$ cat config.mk
export PLATFORM = sky130hd
export DESIGN_NAME = gpio_mux_port
export DESIGN_NICKNAME = d
export VERILOG_FILES = /design/src/rtl/gpio_mux_pkg.sv /design/src/rtl/gpio_sync.sv /design/src/rtl/gpio_regs.sv /design/src/rtl/gpio_pad_ctl.sv /design/src/rtl/gpio_mux_port.sv
export SDC_FILE = /design/constraint.sdc
export NUM_CORES = 1
export LEC_CHECK = 0
export CAP_MARGIN = 20
export CORE_ASPECT_RATIO = 2
export CORE_UTILIZATION = 35
export CTS_CLUSTER_DIAMETER = 80
export DETAILED_ROUTE_END_ITERATION = 8
export GPL_ROUTABILITY_DRIVEN = 0
export PLACE_DENSITY = 0.67
export SYNTH_ARGS = -nofsm -noshare
export SYNTH_HDL_FRONTEND = slang
export SYNTH_SLANG_ARGS = --single-unit
$ cat constraint.sdc
create_clock -name clk -period 2.5 [get_ports clk]
set_clock_uncertainty 0.15 [all_clocks]
set_input_delay 0.25 -clock clk [delete_from_list [all_inputs] [get_ports clk]]
set_output_delay 0.25 -clock clk [all_outputs]
set_load 0.05 [all_outputs]
$ cat src/rtl/gpio_mux_pkg.sv
package gpio_mux_pkg;
  localparam int ADDR_W = 3;
  localparam logic [ADDR_W-1:0] A_DATA = 3'd0;
  localparam logic [ADDR_W-1:0] A_DIR  = 3'd1;
  localparam logic [ADDR_W-1:0] A_CTRL = 3'd2;
  localparam logic [ADDR_W-1:0] A_PULL = 3'd3;
  localparam logic [ADDR_W-1:0] A_RDRV = 3'd4;
  localparam int CTRL_W = 3;

  typedef struct packed {
    logic per_pin;  // bit 2: per-pin pullup / reduced-drive registers
    logic rd_all;   // bit 1: reduced drive on every pin (global mode)
    logic pu_all;   // bit 0: pullup on every pin (global mode)
  } port_ctrl_t;
endpackage

$ cat src/rtl/gpio_sync.sv
module gpio_sync #(
  parameter int W      = 8,
  parameter int STAGES = 2
) (
  input  logic         clk,
  input  logic         rst_n,
  input  logic [W-1:0] async_in,
  output logic [W-1:0] sync_out
);
  logic [STAGES-1:0][W-1:0] stage_q;

  genvar s;
  generate
    for (s = 0; s < STAGES; s++) begin : g_stage
      if (s == 0) begin : g_first
        always_ff @(posedge clk or negedge rst_n)
          if (!rst_n) stage_q[0] <= '0;
          else        stage_q[0] <= async_in;
      end else begin : g_next
        always_ff @(posedge clk or negedge rst_n)
          if (!rst_n) stage_q[s] <= '0;
          else        stage_q[s] <= stage_q[s-1];
      end
    end
  endgenerate

  assign sync_out = stage_q[STAGES-1];
endmodule

$ cat src/rtl/gpio_regs.sv
module gpio_regs
  import gpio_mux_pkg::*;
#(
  parameter int N = 8
) (
  input  logic              clk,
  input  logic              rst_n,
  input  logic              bus_wr,
  input  logic [ADDR_W-1:0] bus_addr,
  input  logic [N-1:0]      bus_wdata,
  output logic [N-1:0]      bus_rdata,
  input  logic [N-1:0]      pin_sync,
  output logic [N-1:0]      latch_q,
  output logic [N-1:0]      dir_q,
  output logic [N-1:0]      pu_sel,
  output logic [N-1:0]      rd_sel
);
  port_ctrl_t    ctrl_q;
  logic [N-1:0]  pull_q;
  logic [N-1:0]  rdrv_q;

  always_ff @(posedge clk or negedge rst_n) begin
    if (!rst_n) begin
      latch_q <= '0;
      dir_q   <= '0;
      ctrl_q  <= '0;
      pull_q  <= '0;
      rdrv_q  <= '0;
    end else if (bus_wr) begin
      case (bus_addr)
        A_DATA:  latch_q <= bus_wdata;
        A_DIR:   dir_q   <= bus_wdata;
        A_CTRL:  ctrl_q  <= port_ctrl_t'(bus_wdata[CTRL_W-1:0]);
        A_PULL:  pull_q  <= bus_wdata;
        A_RDRV:  rdrv_q  <= bus_wdata;
        default: ;
      endcase
    end
  end

  always_comb begin
    case (bus_addr)
      A_DATA:  bus_rdata = (dir_q & latch_q) | (~dir_q & pin_sync);
      A_DIR:   bus_rdata = dir_q;
      A_CTRL:  bus_rdata = {{(N-CTRL_W){1'b0}}, ctrl_q};
      A_PULL:  bus_rdata = pull_q;
      A_RDRV:  bus_rdata = rdrv_q;
      default: bus_rdata = '0;
    endcase
  end

  assign pu_sel = ctrl_q.per_pin ? pull_q : {N{ctrl_q.pu_all}};
  assign rd_sel = ctrl_q.per_pin ? rdrv_q : {N{ctrl_q.rd_all}};

  AST_LATCH_TAKES_WRITE: assert property (@(posedge clk) disable iff (!rst_n)
    (bus_wr && bus_addr == A_DATA) |=> latch_q == $past(bus_wdata));
  AST_UNMAPPED_ZERO: assert property (@(posedge clk) disable iff (!rst_n)
    (bus_addr > A_RDRV) |-> bus_rdata == '0);
endmodule

$ cat src/rtl/gpio_pad_ctl.sv
module gpio_pad_ctl #(
  parameter int N = 8
) (
  input  logic [N-1:0] latch_q,
  input  logic [N-1:0] dir_q,
  input  logic [N-1:0] pu_sel,
  input  logic [N-1:0] rd_sel,
  input  logic [N-1:0] periph_en,
  input  logic [N-1:0] periph_do,
  input  logic [N-1:0] periph_oe,
  input  logic [N-1:0] od_pin,
  output logic [N-1:0] pad_do,
  output logic [N-1:0] pad_lo_en,
  output logic [N-1:0] pad_hi_en,
  output logic [N-1:0] pad_pu_en,
  output logic [N-1:0] pad_rd_en
);
  genvar i;
  generate
    for (i = 0; i < N; i++) begin : g_pin
      logic drv_val;
      logic drv_on;
      always_comb begin
        drv_val      = periph_en[i] ? periph_do[i] : latch_q[i];
        drv_on       = periph_en[i] ? periph_oe[i] : dir_q[i];
        pad_do[i]    = drv_val;
        pad_lo_en[i] = drv_on & ~drv_val;
        pad_hi_en[i] = drv_on & drv_val & ~od_pin[i];
        pad_pu_en[i] = pu_sel[i] & ~periph_en[i] & ~dir_q[i];
        pad_rd_en[i] = rd_sel[i];
      end
    end
  endgenerate
endmodule

$ cat src/rtl/gpio_mux_port.sv
module gpio_mux_port
  import gpio_mux_pkg::*;
#(
  parameter int N_PINS      = 8,
  parameter int SYNC_STAGES = 2,
  parameter int OD_LO_LAST  = 1,
  parameter int OD_MID_LAST = 3,
  parameter bit HAS_OD_MID  = 1'b1
) (
  input  logic              clk,
  input  logic              rst_n,
  input  logic              bus_wr,
  input  logic [ADDR_W-1:0] bus_addr,
  input  logic [N_PINS-1:0] bus_wdata,
  output logic [N_PINS-1:0] bus_rdata,
  input  logic [N_PINS-1:0] periph_en,
  input  logic [N_PINS-1:0] periph_do,
  input  logic [N_PINS-1:0] periph_oe,
  output logic [N_PINS-1:0] periph_di,
  input  logic              od_lo_grp,
  input  logic              od_mid_grp,
  input  logic              od_hi_grp,
  input  logic [N_PINS-1:0] pad_di,
  output logic [N_PINS-1:0] pad_do,
  output logic [N_PINS-1:0] pad_lo_en,
  output logic [N_PINS-1:0] pad_hi_en,
  output logic [N_PINS-1:0] pad_pu_en,
  output logic [N_PINS-1:0] pad_rd_en
);
  logic [N_PINS-1:0] pin_sync, latch_q, dir_q, pu_sel, rd_sel, od_pin;

  gpio_sync #(.W(N_PINS), .STAGES(SYNC_STAGES)) u_sync (
    .clk(clk), .rst_n(rst_n), .async_in(pad_di), .sync_out(pin_sync));

  gpio_regs #(.N(N_PINS)) u_regs (
    .clk(clk), .rst_n(rst_n), .bus_wr(bus_wr), .bus_addr(bus_addr),
    .bus_wdata(bus_wdata), .bus_rdata(bus_rdata), .pin_sync(pin_sync),
    .latch_q(latch_q), .dir_q(dir_q), .pu_sel(pu_sel), .rd_sel(rd_sel));

  genvar p;
  generate
    for (p = 0; p < N_PINS; p++) begin : g_od
      if (p <= OD_LO_LAST) begin : g_lo
        assign od_pin[p] = od_lo_grp;
      end else if (p <= OD_MID_LAST) begin : g_mid
        if (HAS_OD_MID) begin : g_on
          assign od_pin[p] = od_mid_grp;
        end else begin : g_off
          assign od_pin[p] = 1'b0;
        end
      end else begin : g_hi
        assign od_pin[p] = od_hi_grp;
      end
    end
  endgenerate

  gpio_pad_ctl #(.N(N_PINS)) u_pad (
    .latch_q(latch_q), .dir_q(dir_q), .pu_sel(pu_sel), .rd_sel(rd_sel),
    .periph_en(periph_en), .periph_do(periph_do), .periph_oe(periph_oe),
    .od_pin(od_pin), .pad_do(pad_do), .pad_lo_en(pad_lo_en),
    .pad_hi_en(pad_hi_en), .pad_pu_en(pad_pu_en), .pad_rd_en(pad_rd_en));

  assign periph_di = pin_sync;

  AST_RESET_ALL_INPUTS: assert property (@(posedge clk)
    !rst_n |-> (pad_lo_en | pad_hi_en | pad_pu_en | pad_rd_en) == '0);
  AST_NO_SHOOT_THROUGH: assert property (@(posedge clk) disable iff (!rst_n)
    (pad_lo_en & pad_hi_en) == '0);
  AST_PULLUP_NOT_DRIVEN: assert property (@(posedge clk) disable iff (!rst_n)
    (pad_pu_en & (pad_lo_en | pad_hi_en | periph_en)) == '0);
  AST_OD_LO_NO_HIGH: assert property (@(posedge clk) disable iff (!rst_n)
    od_lo_grp |-> pad_hi_en[OD_LO_LAST:0] == '0);
  AST_OD_HI_NO_HIGH: assert property (@(posedge clk) disable iff (!rst_n)
    od_hi_grp |-> pad_hi_en[N_PINS-1:OD_MID_LAST+1] == '0);
endmodule

==> impl_metrics.ini <==
[job]
cap_violations = 0

[synthesis]
synth_seq_cells = 51
synth_cells = 241
synth_top_area_frac = 0.476
ys_types = 31
synth.area.top_cells = dfrtp_1 48%, mux2_2 18%, mux2i_1 4.5%, buf_4 4.5%, nor3_1 3.2%
synth_top_area_cell = dfrtp_1
syn_area_per_cell_sq_um = 11.1
yosysSeqAreaShare = 0.476
synth_warnings = 0
syn-cell-area_sq_mm = 0.00268
syn_nets = 290

[timing]
finalMaxSlewViolations = 0
fmax_mhz = 434
setup_violations = 0
min_period_ps = 2300
hold_viol = 0
tightestPinTransition_ps = 511
tns_ps = 0
period_share = 0.921
rsz0062_at_grt = no
slew_headroom = 0.658
hold_ws_ps = 198

[critical_path]
setup.worst_path.end = bus_rdata[6]
crit_arrival_ps = 1900
r2r_start = u_regs.ctrl_q[2]
slowest_stage = clkdlybuf4s50_1
max_stage_delay_ps = 560
path_class = in2out
path_depth = 5
end_kind = primary output
r2r-end = u_regs.ctrl_q[2]
critPathLaunchType = primary input
path_cells = clkdlybuf4s50_1 > nor2_1 > a32oi_1 > o22ai_1 > buf_12
worst-path-buf-inv = 2
rr_worst_depth = 2
setup.worst_path.start = bus_addr[1]
required_ps = 2100
r2r_slack_ps = 1220
critPathTopFamily = buffers and inverters
cp_max_fo = 6

[global_routing]
grt_pass1_wl_mm = 11.9
grt-ovfl-total = 0
grtUsageTotal = 0.196
antenna_found_initial = 0
grt_pass1_vias = 2358
grt_max_degree = 52

[clock_network]
clk_latency_ps = 290
root_buffer = clkbuf_16
post_cts_buffers = 0
h-tree-depth = 2
cts.sinks = 51
cts_buffer_depth = 2
path_clk_slew_ps = 60
cts_tree = yes
cts_buffers = 5

[drt]
first_iter_violations = 85
wirelength_mm = 7.46
drt_pass1_iterations = 4
ant_nets = 0
vias = 2211
drc = 0
post_drt_wl_per_cell_um = 17.3
viasPerCell = 5.13

[hold_path]
hp-class = reg2reg
min-delay-start = u_sync.stage_q[2]

[die]
start_util = 0.366
io_pins = 105
rows = 44
die_x_um = 63.9
die_area_sq_mm = 0.00804
core_sq_mm = 0.00732
dieHeight_um = 126

[final_layout]
nNetsFinal = 387
drive_above_1_share = 0.319
fin_area_sq_mm = 0.00437
n_antenna_cell = 0
area_growth_pct = 62.8

[placement]
dpl_cell_area_sq_mm = 0.00417
io_buffers = 104
hpwl_mm = 5.77

[power]
ir_drop_mv = 0.558
p_per_area_mw_per_mm2 = 825
leakage_nw = 1.87

[run_status]
run_status = finished clean
[registers in the layout, summed over array words and instances (netlist names)]
name and count:
u_regs.pull_q 8, u_regs.dir_q 8, u_regs.rdrv_q 8, u_sync.sync_out 8, u_sync.stage_q 8, u_regs.ctrl_q 3
u_regs.latch_q 8
[per-layer routing]
| layer | wire (um) | up-vias | GRT usage | share of wire |
|---|---|---|---|---|
| met1 | 2580 | 1083 | 0.202 | 0.35 |
| met4 | 255 | 0 | 0.112 | 0.034 |
| met3 | 284 | 16 | 0.0181 | 0.038 |
| li1 | - | 1030 | - | - |
| met5 | 0 | - | 0 | 0 |
| met2 | 4350 | 82 | 0.370 | 0.58 |
[how the worst min path moves through the flow]
| stage | to | depth (start not counted) | slack, ps |
|---|---|---|---|
| 6_report | u_sync.sync_out[2] | 0 | 200 |
| 5_1_grt | u_sync.sync_out[2] | 0 | 200 |
| 4_1_cts | u_sync.sync_out[2] | 0 | 200 |
| 3_5_place_dp | u_sync.stage_q[1] | 2 | 110 |
| 3_3_place_gp | u_sync.stage_q[5] | 2 | 100 |
| 2_1_floorplan | u_regs.ctrl_q[0] | 0 | -200 |
[worst register-to-register path: stages (launching register included)]
cell	delay, ps
dfrtp_1	520
buf_4	250
mux2_2	260
[cells in the final DEF (no fill, tap or decap), types with 2 or more instances in the layout]
cell type,count
a2bb2oi_1,5
inv_1,13
o22ai_1,5
o21ai_0,6
a22oi_1,2
clkbuf_16,5
bufinv_16,2
a32oi_1,7
and2b_1,2
clkdlybuf4s50_1,62
o221ai_1,2
mux2i_1,12
nor2b_1,3
dfrtp_1,51
nor3_1,17
nor3b_4,2
a21oi_1,9
buf_4,10
buf_12,42
mux2_2,43
nand2_1,18
nor2_1,9
[through the flow]
stage	setup slack [ps]	instances	util	power [mW]
after floorplan	87.0	241	-	1.98
after detailed placement	227	422	0.569	2.76
after global placement	230	422	0.569	2.74
final	198	431	0.597	3.60
after global routing	89.8	431	0.597	3.75
after CTS	221	431	0.597	3.64
[final cells by class]
type	instances	area, sq um
fill	612	2950
clock inverter	2	60.1
clock buffer	6	129
timing repair buffer	116	1550
multi-input combinational	151	1190
tap	92	115
inverter	13	48.8
sequential	51	1280
[kinds of logic (layout without fill, tap and decap cells)]
group | count (synthesis) | in the layout | share of synthesized area
flops | 51 | 51 | 0.476
compound gates | 38 | 38 | 0.0965
buf+inv | 39 | 137 | 0.0816
mux | 55 | 55 | 0.225
simple gates | 58 | 58 | 0.121
[cell usage after synthesis]
cell	number
dfrtp_1	51
mux2_2	43
nand2_1	18
nor3_1	17
buf_4	16
inv_1	13
mux2i_1	12
a21oi_1	9
nor2_1	9
a32oi_1	7
o21ai_0	6
a2bb2oi_1	5
o22ai_1	5
buf_2	4
clkbuf_1	4
nor2b_1	3
a22oi_1	2
and2b_1	2
nor3b_4	2
o221ai_1	2
a211oi_1	1
a21o_1	1
and2_1	1
buf_1	1
buf_6	1
nand2b_1	1
nand2b_4	1
nand3_2	1
nor3_4	1
nor3b_1	1
or3_1	1
[where the power goes]
part,switching (mW),leakage (nW),internal (mW),total [mW]
clock network,0.297,0.0911,0.574,0.871
logic,0.874,1.17,0.760,1.63
registers,0.136,0.606,0.964,1.10
total,1.31,1.87,2.30,3.60
[timing repair]
action | in CTS | in global routing
endpoints found under the hold margin | 51 | 0
resized for setup | 0 | 0
hold buffers | 1 | 0
(Power assumes the default switching activity.)
